**config.mk**
```make
export PLATFORM = sky130hd
export DESIGN_NAME = errsig_classifier
export DESIGN_NICKNAME = d
export VERILOG_FILES = /design/src/rtl/errsig_pkg.sv /design/src/rtl/errsig_datapath.sv /design/src/rtl/errsig_control.sv /design/src/rtl/errsig_classifier.sv
export SDC_FILE = /design/constraint.sdc
export NUM_CORES = 1
export LEC_CHECK = 0
export BUFFER_PORTS_ARGS = -buffer_cell sky130_fd_sc_hd__buf_4
export CORE_AREA = 2 2 108 110
export DETAILED_ROUTE_END_ITERATION = 7
export DIE_AREA = 0 0 110 112
export GPL_TIMING_DRIVEN = 0
export PLACE_DENSITY_LB_ADDON = 0.3
export SYNTH_ARGS = -nofsm -noshare
export SYNTH_HDL_FRONTEND = slang
export SYNTH_SLANG_ARGS = --single-unit
```
**constraint.sdc**
```tcl
create_clock -name clk -period 2.85 [get_ports clk]
set_clock_uncertainty 0.2 [all_clocks]
set_input_delay 0.285 -clock clk [delete_from_list [all_inputs] [get_ports clk]]
set_output_delay 0.285 -clock clk [all_outputs]
set_load 0.01 [all_outputs]
```
**src/rtl/errsig_pkg.sv**
```systemverilog
package errsig_pkg;
  localparam int STAT_W = 32;
  localparam logic [STAT_W-1:0] COR_SUPPORTED = 32'h0000_F1C1;
  localparam logic [STAT_W-1:0] UNC_SUPPORTED = 32'h03FF_F031;
  localparam logic [STAT_W-1:0] UR_BIT        = 32'h0010_0000;
  localparam logic [STAT_W-1:0] ADV_BIT       = 32'h0000_2000;
  localparam logic [STAT_W-1:0] HLO_BIT       = 32'h0000_8000;
  localparam logic [STAT_W-1:0] SEV_DEFAULT   = 32'h0006_2031;

  typedef struct packed {
    logic apply;
    logic useHlo;
  } ctrlStrobe_t;

  typedef struct packed {
    logic sendMsg;
    logic recReq;
  } dpFlags_t;
endpackage

```
**src/rtl/errsig_datapath.sv**
```systemverilog
module errsig_datapath
  import errsig_pkg::*;
#(
  parameter int SRC_W = 16
) (
  input  logic              clk,
  input  logic              rstN,
  input  ctrlStrobe_t       strobe,
  input  logic              evtCorr,
  input  logic              evtAdvisory,
  input  logic [STAT_W-1:0] evtStatus,
  input  logic [SRC_W-1:0]  evtSourceId,
  input  logic              serrEn,
  input  logic              corRptEn,
  input  logic              nfRptEn,
  input  logic              fatRptEn,
  input  logic              urRptEn,
  input  logic [STAT_W-1:0] corMask,
  input  logic [STAT_W-1:0] uncMask,
  input  logic [STAT_W-1:0] uncSeverity,
  output dpFlags_t          flags,
  output logic [STAT_W-1:0] recordStatus,
  output logic [STAT_W-1:0] corStatus,
  output logic [STAT_W-1:0] uncStatus,
  output logic [3:0]        devStatus,
  output logic              sigSysErr,
  output logic [2:0]        msgSeverity,
  output logic [SRC_W-1:0]  msgSourceId
);
  logic              selCorr, selAdv;
  logic [STAT_W-1:0] selStat, supBits, corBit;
  logic [SRC_W-1:0]  selSrc;
  logic              oneHot, isUr, isFatal, toCorr, corBlocked, uncBlocked;
  logic [STAT_W-1:0] nextCor, nextUnc;
  logic [3:0]        nextDev;
  logic              nextSse, doRec, doSend;
  logic [2:0]        sev;

  always_comb begin
    selCorr    = strobe.useHlo ? 1'b1 : evtCorr;
    selAdv     = strobe.useHlo ? 1'b0 : evtAdvisory;
    selStat    = strobe.useHlo ? HLO_BIT : evtStatus;
    selSrc     = strobe.useHlo ? '0 : evtSourceId;
    supBits    = selStat & (selCorr ? COR_SUPPORTED : UNC_SUPPORTED);
    oneHot     = (supBits != '0) && ((supBits & (supBits - 1'b1)) == '0);
    isUr       = !selCorr && (supBits == UR_BIT);
    isFatal    = !selCorr && |(supBits & uncSeverity);
    toCorr     = selCorr || (selAdv && !isFatal);
    corBit     = selCorr ? supBits : ADV_BIT;
    corBlocked = |(corBit & corMask);
    uncBlocked = |(supBits & uncMask);
  end

  always_comb begin
    nextCor = corStatus;
    nextUnc = uncStatus;
    nextDev = devStatus;
    nextSse = sigSysErr;
    doRec   = 1'b0;
    doSend  = 1'b0;
    sev     = 3'b000;
    if (strobe.apply && oneHot) begin
      if (isUr) nextDev[3] = 1'b1;
      if (toCorr) begin
        nextDev[0] = 1'b1;
        nextCor    = corStatus | corBit;
        if (!corBlocked) begin
          if (!selCorr) begin
            doRec   = !uncBlocked;
            nextUnc = uncStatus | supBits;
          end
          doSend = corRptEn && (!isUr || urRptEn);
          sev    = 3'b001;
        end
      end else begin
        if (isFatal) nextDev[2] = 1'b1;
        else         nextDev[1] = 1'b1;
        nextUnc = uncStatus | supBits;
        if (!uncBlocked) begin
          doRec  = 1'b1;
          doSend = !(isUr && !urRptEn && !serrEn) &&
                   (serrEn || (isFatal ? fatRptEn : nfRptEn));
          sev    = isFatal ? 3'b100 : 3'b010;
          if (doSend && serrEn) nextSse = 1'b1;
        end
      end
    end
  end

  assign flags.sendMsg = doSend;
  assign flags.recReq  = doRec;
  assign recordStatus  = supBits;

  always_ff @(posedge clk) begin
    if (!rstN) begin
      corStatus   <= '0;
      uncStatus   <= '0;
      devStatus   <= '0;
      sigSysErr   <= 1'b0;
      msgSeverity <= '0;
      msgSourceId <= '0;
    end else begin
      corStatus <= nextCor;
      uncStatus <= nextUnc;
      devStatus <= nextDev;
      sigSysErr <= nextSse;
      if (doSend) begin
        msgSeverity <= sev;
        msgSourceId <= selSrc;
      end
    end
  end
endmodule

```
**src/rtl/errsig_control.sv**
```systemverilog
module errsig_control
  import errsig_pkg::*;
(
  input  logic        clk,
  input  logic        rstN,
  input  logic        evtValid,
  input  logic        msgReady,
  input  logic        recordOverflow,
  input  dpFlags_t    flags,
  output ctrlStrobe_t strobe,
  output logic        evtReady,
  output logic        msgValid
);
  typedef enum logic [1:0] {IDLE, SEND, HLO} state_t;
  state_t state;
  logic   ovfPend;

  always_comb begin
    strobe.apply  = ((state == IDLE) && evtValid) || (state == HLO);
    strobe.useHlo = (state == HLO);
  end

  assign evtReady = (state == IDLE);
  assign msgValid = (state == SEND);

  always_ff @(posedge clk) begin
    if (!rstN) begin
      state   <= IDLE;
      ovfPend <= 1'b0;
    end else begin
      case (state)
        IDLE: if (evtValid && flags.sendMsg) begin
          state   <= SEND;
          ovfPend <= flags.recReq && recordOverflow;
        end
        SEND: if (msgReady) begin
          state   <= ovfPend ? HLO : IDLE;
          ovfPend <= 1'b0;
        end
        HLO: state <= flags.sendMsg ? SEND : IDLE;
        default: state <= IDLE;
      endcase
    end
  end
endmodule

```
**src/rtl/errsig_classifier.sv**
```systemverilog
module errsig_classifier
  import errsig_pkg::*;
#(
  parameter int SRC_W = 16
) (
  input  logic              clk,
  input  logic              rstN,
  input  logic              evtValid,
  output logic              evtReady,
  input  logic              evtCorr,
  input  logic              evtAdvisory,
  input  logic [STAT_W-1:0] evtStatus,
  input  logic [SRC_W-1:0]  evtSourceId,
  input  logic              serrEn,
  input  logic              corRptEn,
  input  logic              nfRptEn,
  input  logic              fatRptEn,
  input  logic              urRptEn,
  input  logic [STAT_W-1:0] corMask,
  input  logic [STAT_W-1:0] uncMask,
  input  logic [STAT_W-1:0] uncSeverity,
  output logic              recordReq,
  output logic [STAT_W-1:0] recordStatus,
  input  logic              recordOverflow,
  output logic [STAT_W-1:0] corStatus,
  output logic [STAT_W-1:0] uncStatus,
  output logic [3:0]        devStatus,
  output logic              sigSysErr,
  output logic              msgValid,
  input  logic              msgReady,
  output logic [2:0]        msgSeverity,
  output logic [SRC_W-1:0]  msgSourceId
);
  ctrlStrobe_t strobe;
  dpFlags_t    flags;

  errsig_control u_ctrl (
    .clk(clk), .rstN(rstN), .evtValid(evtValid), .msgReady(msgReady),
    .recordOverflow(recordOverflow), .flags(flags), .strobe(strobe),
    .evtReady(evtReady), .msgValid(msgValid)
  );

  errsig_datapath #(.SRC_W(SRC_W)) u_dp (
    .clk(clk), .rstN(rstN), .strobe(strobe), .evtCorr(evtCorr),
    .evtAdvisory(evtAdvisory), .evtStatus(evtStatus), .evtSourceId(evtSourceId),
    .serrEn(serrEn), .corRptEn(corRptEn), .nfRptEn(nfRptEn), .fatRptEn(fatRptEn),
    .urRptEn(urRptEn), .corMask(corMask), .uncMask(uncMask),
    .uncSeverity(uncSeverity), .flags(flags), .recordStatus(recordStatus),
    .corStatus(corStatus), .uncStatus(uncStatus), .devStatus(devStatus),
    .sigSysErr(sigSysErr), .msgSeverity(msgSeverity), .msgSourceId(msgSourceId)
  );

  assign recordReq = flags.recReq;
endmodule

```
Word-level counts from Yosys, hierarchy flattened
Index checks and enable logic that the tools add are counted.
- word-level logic and storage cells: 100
- register bits: 91
- output and inout port bits: 123
- input bits: 156
- equality and inequality tests: 7
- multiplexer cells: 32
- bitwise logic cells: 10
- reduce and logical (&&, ||, !) cells: 39
- add/sub/neg operators: 1
- operators with widths (kind ; number):
    $and A32 B32 Y32 ; 5
    $mux W32 ; 5
    $reduce_or A32 Y1 ; 3
    $or A32 B32 Y32 ; 2
    $eq A32 B21 Y1 const B ; 1
    $logic_not A32 Y1 ; 1
    $reduce_bool A32 Y1 ; 1
    $sub A32 B1 Y32 const B ; 1
    $mux W26 ; 1
    $mux W1 ; 16
    $mux W16 ; 1
    $logic_and A1 B1 Y1 ; 13
    $mux W3 ; 4
    $reduce_and A3 Y1 ; 4
    $logic_not A1 Y1 ; 7
    $mux W2 ; 3
    $pmux W2 S3 ; 1
    $reduce_and A2 Y1 ; 3
    $logic_or A1 B1 Y1 ; 4
    $ne A2 B1 Y1 const B ; 2
    $ne A2 B2 Y1 const B ; 2
    $reduce_and A4 Y1 ; 1
    $not A1 Y1 ; 3
    $eq A2 B1 Y1 const B ; 1
    4 further kinds ; 4

Longest topological paths before layout
Gate-level depths: netlist of run 1.
- word-level depth: 16
- depth in mapped cells: 11
- mapped depth without buffers: 9

By module
Synthesis of run 1 repeated with hierarchy kept, for this count alone.
- cells, all modules: 448
- area, all modules: 3832.4 um2
- by module, submodules not included (module ; cells each ; instances ; area an instance (um2) ; sequential area each (um2)):
    errsig_datapath ; 429 ; 1 ; 3666.0 ; 1281.2
    errsig_control ; 19 ; 1 ; 166.4 ; 60.1

Worst setup path before layout of run 1
OpenSTA, ideal clock, no wires.
- kind: register to output
- from: register u_ctrl.state[0]
- to: output port recordReq
- arrival time: 2.194 ns
- required time: 2.365 ns
- path slack: 0.171 ns
- path buffers: 3
- stages on the path, launching flop included: 11
- cells stage by stage: dfxtp_1 nand2b_1 buf_4 nand2_4 nor4_4 maj3_2 and2_1 o211ai_2 buf_2 buf_4 nor3_1
- elaborated cells on any way between the ends: 33
- classes of those cells: add/sub: 1; eq/ne: 1; mux: 10; bitwise: 5; reduce/logical: 16
- RTL lines (what ; line ; text):
    from (decl) ; errsig_control.sv:15 ; state_t state;
    from (signal assigned) ; errsig_control.sv:37 ; state <= ovfPend ? HLO : IDLE;
    from (signal assigned) ; errsig_control.sv:40 ; HLO: state <= flags.sendMsg ? SEND : IDLE;
    $eq A2 B2 Y1 * ; errsig_control.sv:20 ; strobe.useHlo = (state == HLO);
    $mux W32 * ; errsig_datapath.sv:42 ; selStat = strobe.useHlo ? HLO_BIT : evtStatus;
    $and A32 B32 Y32 * ; errsig_datapath.sv:44 ; supBits = selStat & (selCorr ? COR_SUPPORTED : UNC_SUPPORTED);
    via recordStatus[15] ; errsig_classifier.sv:23 ; output logic [STAT_W-1:0] recordStatus,
    branches (longest 7 deep; another with $sub A32 B1 Y32) ; -- ;
    $mux W1 * ; errsig_datapath.sv:62 ; if (strobe.apply && oneHot) begin
    to (decl) ; errsig_classifier.sv:22 ; output logic recordReq,
Mark *: on every way through the listed nets, which the timed path passes.

Worst setup path in the final report of run 1
- from: register u_ctrl.state[0]
- to: output port recordReq
- longest elaborated chain between the ends: 12
- elaborated cells on any way between the ends: 33
- classes of those cells: add/sub: 1; eq/ne: 1; mux: 10; bitwise: 5; reduce/logical: 16
- RTL lines (what ; line):
    branches (longest 11 deep; another with $sub A32 B1 Y32) ; --
    $mux W1 * ; errsig_datapath.sv:62
Mark *: on every way between the ends.

==> flow_summary.yaml, run 1 <==
outcome:
  status: "completed"
sta:
  tightestPinTransition_ns: 0.595
  slew_violations: 0
  fmax_mhz: 355
  setup_slack_ns: 0.0350
  finalHoldViolCount: 0
  rsz0062_at_grt: "yes"
  fin_tns_setup_ns: 0
  period_share_pct: 98.8
  relSlewSlack_pct: 60.3
  holdWs_ns: 0.0190
  setup_viol: 0
  final.min_clock_period_ns: 2.82
clock_tree:
  numCtsBuffers: 9
  clock-sinks: 67
  worstSkewPairLatency_ns: 0.33
  cts_buffer_depth: 2
  htreeDepth: 3
  path_clk_slew_ns: 0.06
  cts_root_buf: "clkbuf_16"
  cts_tree: "done"
placed_design:
  dp_cells: 787
  placed_area_um2: 5300
  gp_congestion: 0.837
  numPortBuffers: 180
  place_ws_ns: -0.632
  dp_hpwl_um: 10100
yosys:
  synth-seq-cells: 67
  synthCells: 429
  synth_area_leader_cell: "dfxtp_1"
  synth_ff_type: "dfxtp_1"
  yosysUniqueCellTypes: 57
  synth_top_area_share_pct: 36.9
  synth_area_per_cell_um2: 8.48
  synthTopCellsByArea: "dfxtp_1, buf_4, mux2i_1"
  synth_seq_area_share_pct: 36.9
  async_flop_share_pct: 0
  synth_warnings: 0
  synth_edf_count: 0
  syn_area_um2: 3640
global_routing:
  grt-ovfl-total: 0
  grt_pass1_wl_um: 19800
  grt_max_degree: 13
  track_usage_pct: 20.9
  antenna_found_initial: 0
  grt_pass1_vias: 3963
layout:
  fin_util_pct: 52.6
  finalNonFillerCells: 816
  layout-drive-gt1-share_pct: 44.7
  syn_to_final_growth_pct: 61.6
  design_area_um2: 5880
  fillerInstances: 1079
  final_nets: 824
  diodes: 0
die:
  fp-row-count: 39
  io_pins: 279
  start_util_pct: 32.5
  dieArea_um2: 12300
  core-area_um2: 11200
  die_h_um: 112
  die-width_um: 110
power_and_ir_drop:
  powerDensity_nw_per_um2: 405
  ir_worst_vdd_mv: 0.281
  report.power.total_mw: 2.38
  p_leak_nw: 2.72
setup_path:
  arrival_ns: 2.33
  cp.required_ns: 2.37
  path_max_fanout: 7
  rrSetupSlack_ns: 0.05
  cp_top_family: "simple AND/OR/NAND/NOR gates"
  end_kind: "output port"
  critPathSlowestCell: "dfxtp_4"
  cp_slowest_stage_delay_ns: 0.35
  crit_path_start_kind: "flop"
  worstSetupPathType: "flop to output port"
  path_common_cell: "buf_6"
  crit_buf_inv: 3
  path_cells: "nand2b_4, buf_8, nand2_8, nor4_4, nand3_1, a22oi_1, o211ai_2, buf_6, nor3_4, buf_6"
route:
  ant_nets: 0
  drt_iter0_drc: 191
  first_pass_iters: 4
  drc_errors: 0
  via_per_inst: 4.79
  drt-wirelength-per-cell_um: 15.9
  routed_wl_um: 13000
  via_count: 3906
flow_run:
  cap_viol_max_count: 0
min_path:
  worstHoldPathType: "primary input to flop"
-- worst paths after layout --
check	to	from	cells past startpoint
worst min register to register	u_ctrl.state[1]$_SDFFE_PN0P_	u_ctrl.ovfPend$_SDFFE_PN0P_	2
worst min-delay path	u_ctrl.state[1]$_SDFFE_PN0P_	msgReady	3
worst max register to register	u_dp.msgSourceId[13]$_SDFFE_PN0N_	u_ctrl.state[0]$_SDFFE_PN0P_	10
worst max-delay path	recordReq	u_ctrl.state[0]$_SDFFE_PN0P_	10
-- area by class of cell --
type	instances	area [um^2]	area share (%)
clock buffers	10	239	4.07
inverters	21	78.8	1.34
multi-input cells	316	2070	35.3
flip-flops and latches	67	1350	22.9
repair buffers	195	1500	25.6
clock inverters	6	38.8	0.660
well taps	143	179	3.05
plain buffers	58	417	7.09
-- repair_timing --
action / in CTS / in global routing
gates resized for setup: 22 / 15
endpoints found under the setup margin: 19 / 30
gates cloned: 0 / 2
pin swaps: 9 / 10
hold buffers: 0 / 0
buffers inserted: 8 / 5
-- registers in the layout, indices dropped and copies added (netlist names) --
| signal | count |
|---|---|
| u_dp.corStatus | 20 |
| u_dp.uncStatus | 20 |
| u_dp.msgSourceId | 16 |
| u_dp.sigSysErr | 1 |
| u_dp.msgSeverity | 3 |
| u_dp.devStatus | 4 |
| u_ctrl.ovfPend | 1 |
| u_ctrl.state | 2 |
-- cells by family (layout without fill, tap and decap cells) --
logic type	count (synthesis)	after routing	synth area share (%)
compound gates	92	92	18.8
fa+ha+maj	2	2	0.585
buf+inv	81	290	13.6
flops	67	67	36.9
mux	21	21	5.78
other cells	1	36	0.103
simple gates	165	165	24.3
-- cell usage in the layout (no fill, tap or decap), types with 3 or more instances in the layout --
cell type,netlist,final
o21ai_0,8,8
conb_1,1,36
nand2_1,49,48
clkinv_2,0,3
buf_8,0,3
buf_2,4,3
inv_1,21,20
mux2i_1,21,21
buf_4,39,229
a21oi_1,10,10
nor3_2,10,9
clkbuf_16,0,11
nor2b_1,3,3
nor3_1,11,10
o21ai_1,8,7
dfxtp_1,67,65
and2_1,17,17
a22oi_1,16,16
nor2_1,28,27
o21a_1,26,26
nand3_1,23,22
buf_6,5,4
clkbuf_1,11,11
-- Yosys cell counts, types with 10 or more instances --
master / instances
dfxtp_1: 67
nand2_1: 49
buf_4: 39
nor2_1: 28
o21a_1: 26
nand3_1: 23
inv_1: 21
mux2i_1: 21
and2_1: 17
a22oi_1: 16
clkbuf_1: 11
nor3_1: 11
a21oi_1: 10
nor3_2: 10
-- tightest hold or removal path, delay by kind of cell --
kind	cells	cell delay, ns
simple gates	2	0.12
buf+inv	1	0.11
-- metal layers --
layer / vias to the layer above / wire [um] / share of wire (%) / track usage [%]
met5: - / 0 / 0 / 0
met4: 0 / 247 / 1.9 / 6.75
met2: 153 / 6350 / 49 / 35.7
met1: 1828 / 5310 / 41 / 24.5
met3: 20 / 1060 / 8.2 / 6.91
li1: 1905 / - / - / -
-- report_power, final --
group          internal, mW  switching [mW]
Combinational         0.196           0.208
Sequential            0.936        0.000158
Clock                 0.610           0.428
Power figures use the tool's default switching activity.
==> inputs of run 2 (changes only) <==
PLACE_DENSITY = 0.68   (was default)
PLACE_DENSITY_LB_ADDON = default   (was 0.3)
==> run 2 against run 1 <==
Combinational power hardly changed; sequential power about the same; non-clock buffer count is 6 lower; clock power up 13%; register-to-register slack gained 0.02 ns; via count down 0.28%; sequential share of layout area is 0.24 points higher; total power up 5.6%; largest cell class unchanged.
==> flow_summary.yaml, run 2 (synthesis gave the netlist of run 1 again) <==
min_path:
  hold_depth: 3
  worstHoldPathType: "primary input to flop"
placed_design:
  dp_cells: 787
  gp_congestion: 0.809
  dp_hpwl_um: 10200
  numPortBuffers: 180
global_routing:
  grt_max_degree: 13
  track_usage_pct: 20.8
  grt-ovfl-total: 0
  antenna_found_initial: 0
  grt_pass1_vias: 3916
  grt_pass1_wl_um: 19700
layout:
  final_nets: 818
  finalNonFillerCells: 809
  layout-drive-gt1-share_pct: 44.3
  syn_to_final_growth_pct: 59.9
  diodes: 0
  final_common_cell: "buf_4"
  final_cell_mix: "buf_4, dfxtp_1, nand2_1, conb_1, nor2_1"
  fin_util_pct: 52.0
  largestRegisters: "u_dp.corStatus: 20 flops, u_dp.uncStatus: 20 flops, u_dp.msgSourceId: 16 flops"
  fillerInstances: 1082
die:
  core-area_um2: 11200
  die-width_um: 110
  dieArea_um2: 12300
  die_h_um: 112
  io_pins: 279
  fp-row-count: 39
  start_util_pct: 32.5
setup_path:
  worstSetupPathType: "flop to output port"
  end_kind: "output port"
  cp.required_ns: 2.37
  crit_path_start_kind: "flop"
  path_max_fanout: 7
  arrival_ns: 2.31
  reg2regPathDepth: 10
power_and_ir_drop:
  report.power.total_mw: 2.51
  p_leak_nw: 2.69
  ir_worst_vdd_mv: 0.266
  powerDensity_nw_per_um2: 432
sta:
  slew_violations: 0
  fmax_mhz: 358
  fin_tns_setup_ns: 0
  relSlewSlack_pct: 61.6
  finalHoldViolCount: 0
  final.min_clock_period_ns: 2.80
  period_share_pct: 98.1
  tightestPinTransition_ns: 0.577
  rsz0062_at_grt: "yes"
  setup_viol: 0
clock_tree:
  cts_root_buf: "clkbuf_16"
  worstSkewPairLatency_ns: 0.33
  clock-sinks: 67
  cts_tree: "done"
  cts_buffer_depth: 2
  path_clk_slew_ns: 0.06
  numCtsBuffers: 9
  htreeDepth: 3
route:
  ant_nets: 0
  drc_errors: 0
  routed_wl_um: 12800
  via_count: 3895
  drt_iter0_drc: 196
  drt-wirelength-per-cell_um: 15.8
  first_pass_iters: 5
  via_per_inst: 4.81
outcome:
  status: "completed"
flow_run:
  cap_viol_max_count: 0
==> run 2: path summary, 6_finish.rpt <==
kind,slack [ns],start,endpoint
hold / removal,0.02,msgReady,u_ctrl.state[1]$_SDFFE_PN0P_
setup reg to reg,0.07,u_ctrl.state[0]$_SDFFE_PN0P_,u_dp.msgSourceId[11]$_SDFFE_PN0N_
hold reg to reg,0.22,u_ctrl.ovfPend$_SDFFE_PN0P_,u_ctrl.state[1]$_SDFFE_PN0P_
setup / recovery,0.05,u_ctrl.state[0]$_SDFFE_PN0P_,recordReq
==> run 2: area by class of cell <==
cell class,instances,area (um^2),share of cell area [%]
flip-flops and latches,67,1350,23.1
clock inverters,6,90.1,1.55
well taps,143,179,3.08
repair buffers,190,1430,24.6
inverters,21,78.8,1.36
multi-input cells,316,2070,35.6
plain buffers,57,398,6.84
clock buffers,9,225,3.87
==> run 2: per-layer routing <==
layer | part of all wire, % | track usage (%) | vias up
met1 | 40 | 24.5 | 1809
met2 | 49 | 35.9 | 181
li1 | - | - | 1885
met3 | 9.4 | 6.50 | 20
met5 | 0 | 0 | -
met4 | 1.6 | 6.08 | 0
==> run 2: worst max-delay path, cell delays in order, from the launching register on <==
cell and delay (ns):
dfxtp_2 0.34, nand2b_4 0.15, buf_8 0.14, nand2_8 0.09
nor3_4 0.23, mux2i_1 0.13, nor4_2 0.39, o211ai_4 0.16
nor3_4 0.21, buf_6 0.13
==> run 2: what timing repair did <==
item	CTS	global route
setup buffers	7	3
resized for setup	17	18
hold buffers	0	0
pin swaps	8	10
setup endpoints to repair	30	27
==> run 2: through the flow <==
step                      setup WS, ns  hold slack [ns]  instance area, um^2
after floorplan                  0.171            0.210                 3770
after global placement          -0.535            0.221                 5300
after detailed placement        -0.597            0.223                 5300
after CTS                      0.00269           0.0130                 5730
after global routing           -0.0389           0.0281                 5820
final                           0.0533           0.0230                 5820
==> run 2: where the power goes <==
| part | internal [mW] | total (mW) | leakage, nW | switching (mW) |
|---|---|---|---|---|
| registers | 0.936 | 0.936 | 0.541 | 0.000150 |
| logic | 0.196 | 0.404 | 2.00 | 0.208 |
| clock network | 0.763 | 1.17 | 0.152 | 0.408 |
==> inputs of run 3 (changes only) <==
==> constraint.sdc (replaced) <==
create_clock -name clk -period 2.85 [get_ports clk]
set_clock_uncertainty 0.2 [all_clocks]
set_input_delay 0.57 -clock clk [delete_from_list [all_inputs] [get_ports clk]]
set_output_delay 0.57 -clock clk [all_outputs]
set_load 0.01 [all_outputs]
==> run 3 against run 2 <==
Clock power is essentially flat; combinational power grew 6.9%; global-route usage grew 1.9 points; non-clock buffer count grew 9; utilization grew 1.8 points; die area is the same; first-iteration DRC count shrank 0.51%; the run now ends with negative setup slack left; wire length grew 8.0%; critical path depth grew 1; register-to-register slack lost 0.02 ns.
==> flow_summary.yaml, run 3 (synthesis gave the netlist of run 1 again) <==
outcome:
  status: "complete, but fails checks"
  violations: "negative setup slack"
layout:
  largestRegisters: "u_dp.corStatus: 20 flops, u_dp.uncStatus: 20 flops, u_dp.msgSourceId: 16 flops"
  finalNonFillerCells: 819
  final_cell_mix: "buf_4, dfxtp_1, nand2_1, conb_1"
  diodes: 0
  design_area_um2: 6010
  layout-drive-gt1-share_pct: 46.3
  syn_to_final_growth_pct: 65.3
  fillerInstances: 1077
  fin_util_pct: 53.8
  register_area_um2: 1340
  final_common_cell: "buf_4"
  multi_input_area_um2: 2120
  final_nets: 827
clock_tree:
  cts_buffer_depth: 2
  path_clk_slew_ns: 0.06
  htreeDepth: 3
  cts_root_buf: "clkbuf_16"
  cts_hold_buffers: 0
  numCtsBuffers: 9
  cts_tree: "done"
  clock-sinks: 67
  worstSkewPairLatency_ns: 0.33
sta:
  period_share_pct: 108
  tightestPinTransition_ns: 0.599
  finalHoldViolCount: 0
  relSlewSlack_pct: 60.0
  slew_violations: 0
  setup_viol: 1
  setup_slack_ns: -0.235
  rsz0062_at_grt: "yes"
  fmax_mhz: 324
  final.min_clock_period_ns: 3.08
min_path:
  hold_path_end: "u_ctrl.state[1]$_SDFFE_PN0P_"
  hold_depth: 2
  worstHoldPathType: "flop to flop"
  min_from: "u_ctrl.ovfPend$_SDFFE_PN0P_"
route:
  via_per_inst: 4.80
  ant_nets: 0
  first_pass_iters: 4
  routed_wl_um: 13800
  via_count: 3931
  drc_errors: 0
  drt-wirelength-per-cell_um: 16.9
  drt_iter0_drc: 195
die:
  start_util_pct: 32.5
  fp-row-count: 39
  die_h_um: 112
  die-width_um: 110
  dieArea_um2: 12300
  core-area_um2: 11200
  io_pins: 279
setup_path:
  rr_endpoint: "u_ctrl.ovfPend$_SDFFE_PN0P_"
  reg2reg_from: "u_ctrl.state[0]$_SDFFE_PN0P_"
  arrival_ns: 2.31
  critPathSlowestCell: "nor4_4"
  path_common_cell: "buf_6"
  end_kind: "output port"
  reg2regPathDepth: 12
  crit_path_start_kind: "flop"
  cp.required_ns: 2.08
  path_max_fanout: 7
  cp_slowest_stage_delay_ns: 0.37
  path_cells: "nand2b_4, buf_12, nand2_8, nor4_4, nand3_1, a22oi_2, o211ai_2, buf_6, nor3_4, buf_6"
  worstSetupPathType: "flop to output port"
  rrSetupSlack_ns: 0.05
power_and_ir_drop:
  ir_worst_vdd_mv: 0.337
  combPwrFrac_pct: 16.9
  sw_frac_of_total_pct: 25.1
  seqPwrFrac_pct: 36.6
  report.power.total_mw: 2.56
  powerDensity_nw_per_um2: 426
  netSwitchingPower_uw: 642
  p_int_mw: 1.92
  p_leak_nw: 2.77
  p_clk_share_pct: 46.5
global_routing:
  grt_pass1_wl_um: 21400
  grt_max_degree: 14
  grt_pass1_vias: 3992
  antenna_found_initial: 0
  grt-ovfl-total: 0
  track_usage_pct: 22.8
placed_design:
  dp_cells: 787
  numPortBuffers: 180
  dp_hpwl_um: 10900
  placed_area_um2: 5330
  gp_congestion: 0.962
flow_run:
  cap_viol_max_count: 0
run 3: stage by stage:
step / setup TNS [ns] / hold slack [ns] / setup slack, ns
floorplan: -0.132 / 0.210 / -0.132
global placement: -18.01 / 0.213 / -0.900
detailed placement: -20.74 / 0.220 / -0.944
CTS: -0.231 / 0.223 / -0.231
global route: -2.38 / 0.234 / -0.330
finish: -0.235 / 0.227 / -0.235
run 3: what timing repair did:
| item | in CTS | in global routing |
|---|---|---|
| gates resized for setup | 35 | 16 |
| cloned | 0 | 1 |
| endpoints found under the setup margin | 31 | 44 |
| pin swaps | 11 | 10 |
| buffers inserted | 11 | 5 |
| endpoints found under the hold margin | 0 | 0 |
run 3: worst max path at each step:
| stage | to | start | slack, ns | cells after the start |
|---|---|---|---|---|
| global route | recordReq | evtStatus[7] | -0.33 | 10 |
| finish | recordReq | u_ctrl.state[0]$_SDFFE_PN0P_ | -0.23 | 10 |
| floorplan | recordReq | evtStatus[0] | -0.13 | 8 |
| detailed placement | recordReq | evtStatus[18] | -0.94 | 9 |
| global placement | recordReq | evtStatus[18] | -0.90 | 9 |
| CTS | recordReq | u_ctrl.state[0]$_SDFFE_PN0P_ | -0.23 | 10 |
run 3: area by class of cell:
cell class / instances / share of cell area, %
plain buffers: 59 / 7.43
clock buffers: 9 / 3.75
clock inverters: 7 / 1.66
inverters: 21 / 1.31
multi-input cells: 316 / 35.2
flip-flops and latches: 67 / 22.4
well taps: 143 / 2.98
repair buffers: 197 / 25.3
run 3: worst max-delay path, delay by kind of cell (launching register included):
kind | cells | cell delay (ns)
buffers and inverters | 3 | 0.40
and+or+nand+nor | 5 | 0.88
DFF | 1 | 0.35
AOI/OAI and AO/OA | 2 | 0.35
run 3: routing by layer:
layer  wire length [um]  vias to the layer above  part of all wire (%)  GRT usage (%)
li1                   -                     1908                     -              -
met1               5770                     1813                    42           29.4
met2               6360                      183                    46           34.9
met3               1250                       27                   9.1           5.91
met4                420                        0                   3.0           10.9
met5                  0                        -                     0              0
run 3: power by group through the flow:
stage | combinational, mW | clock (mW) | sequential [mW]
3_5_place_dp | 0.386 | 0 | 0.958
5_1_grt | 0.467 | 1.26 | 0.937
3_3_place_gp | 0.385 | 0 | 0.958
6_report | 0.432 | 1.19 | 0.937
4_1_cts | 0.413 | 1.22 | 0.937
2_1_floorplan | 0.195 | 0 | 0.958
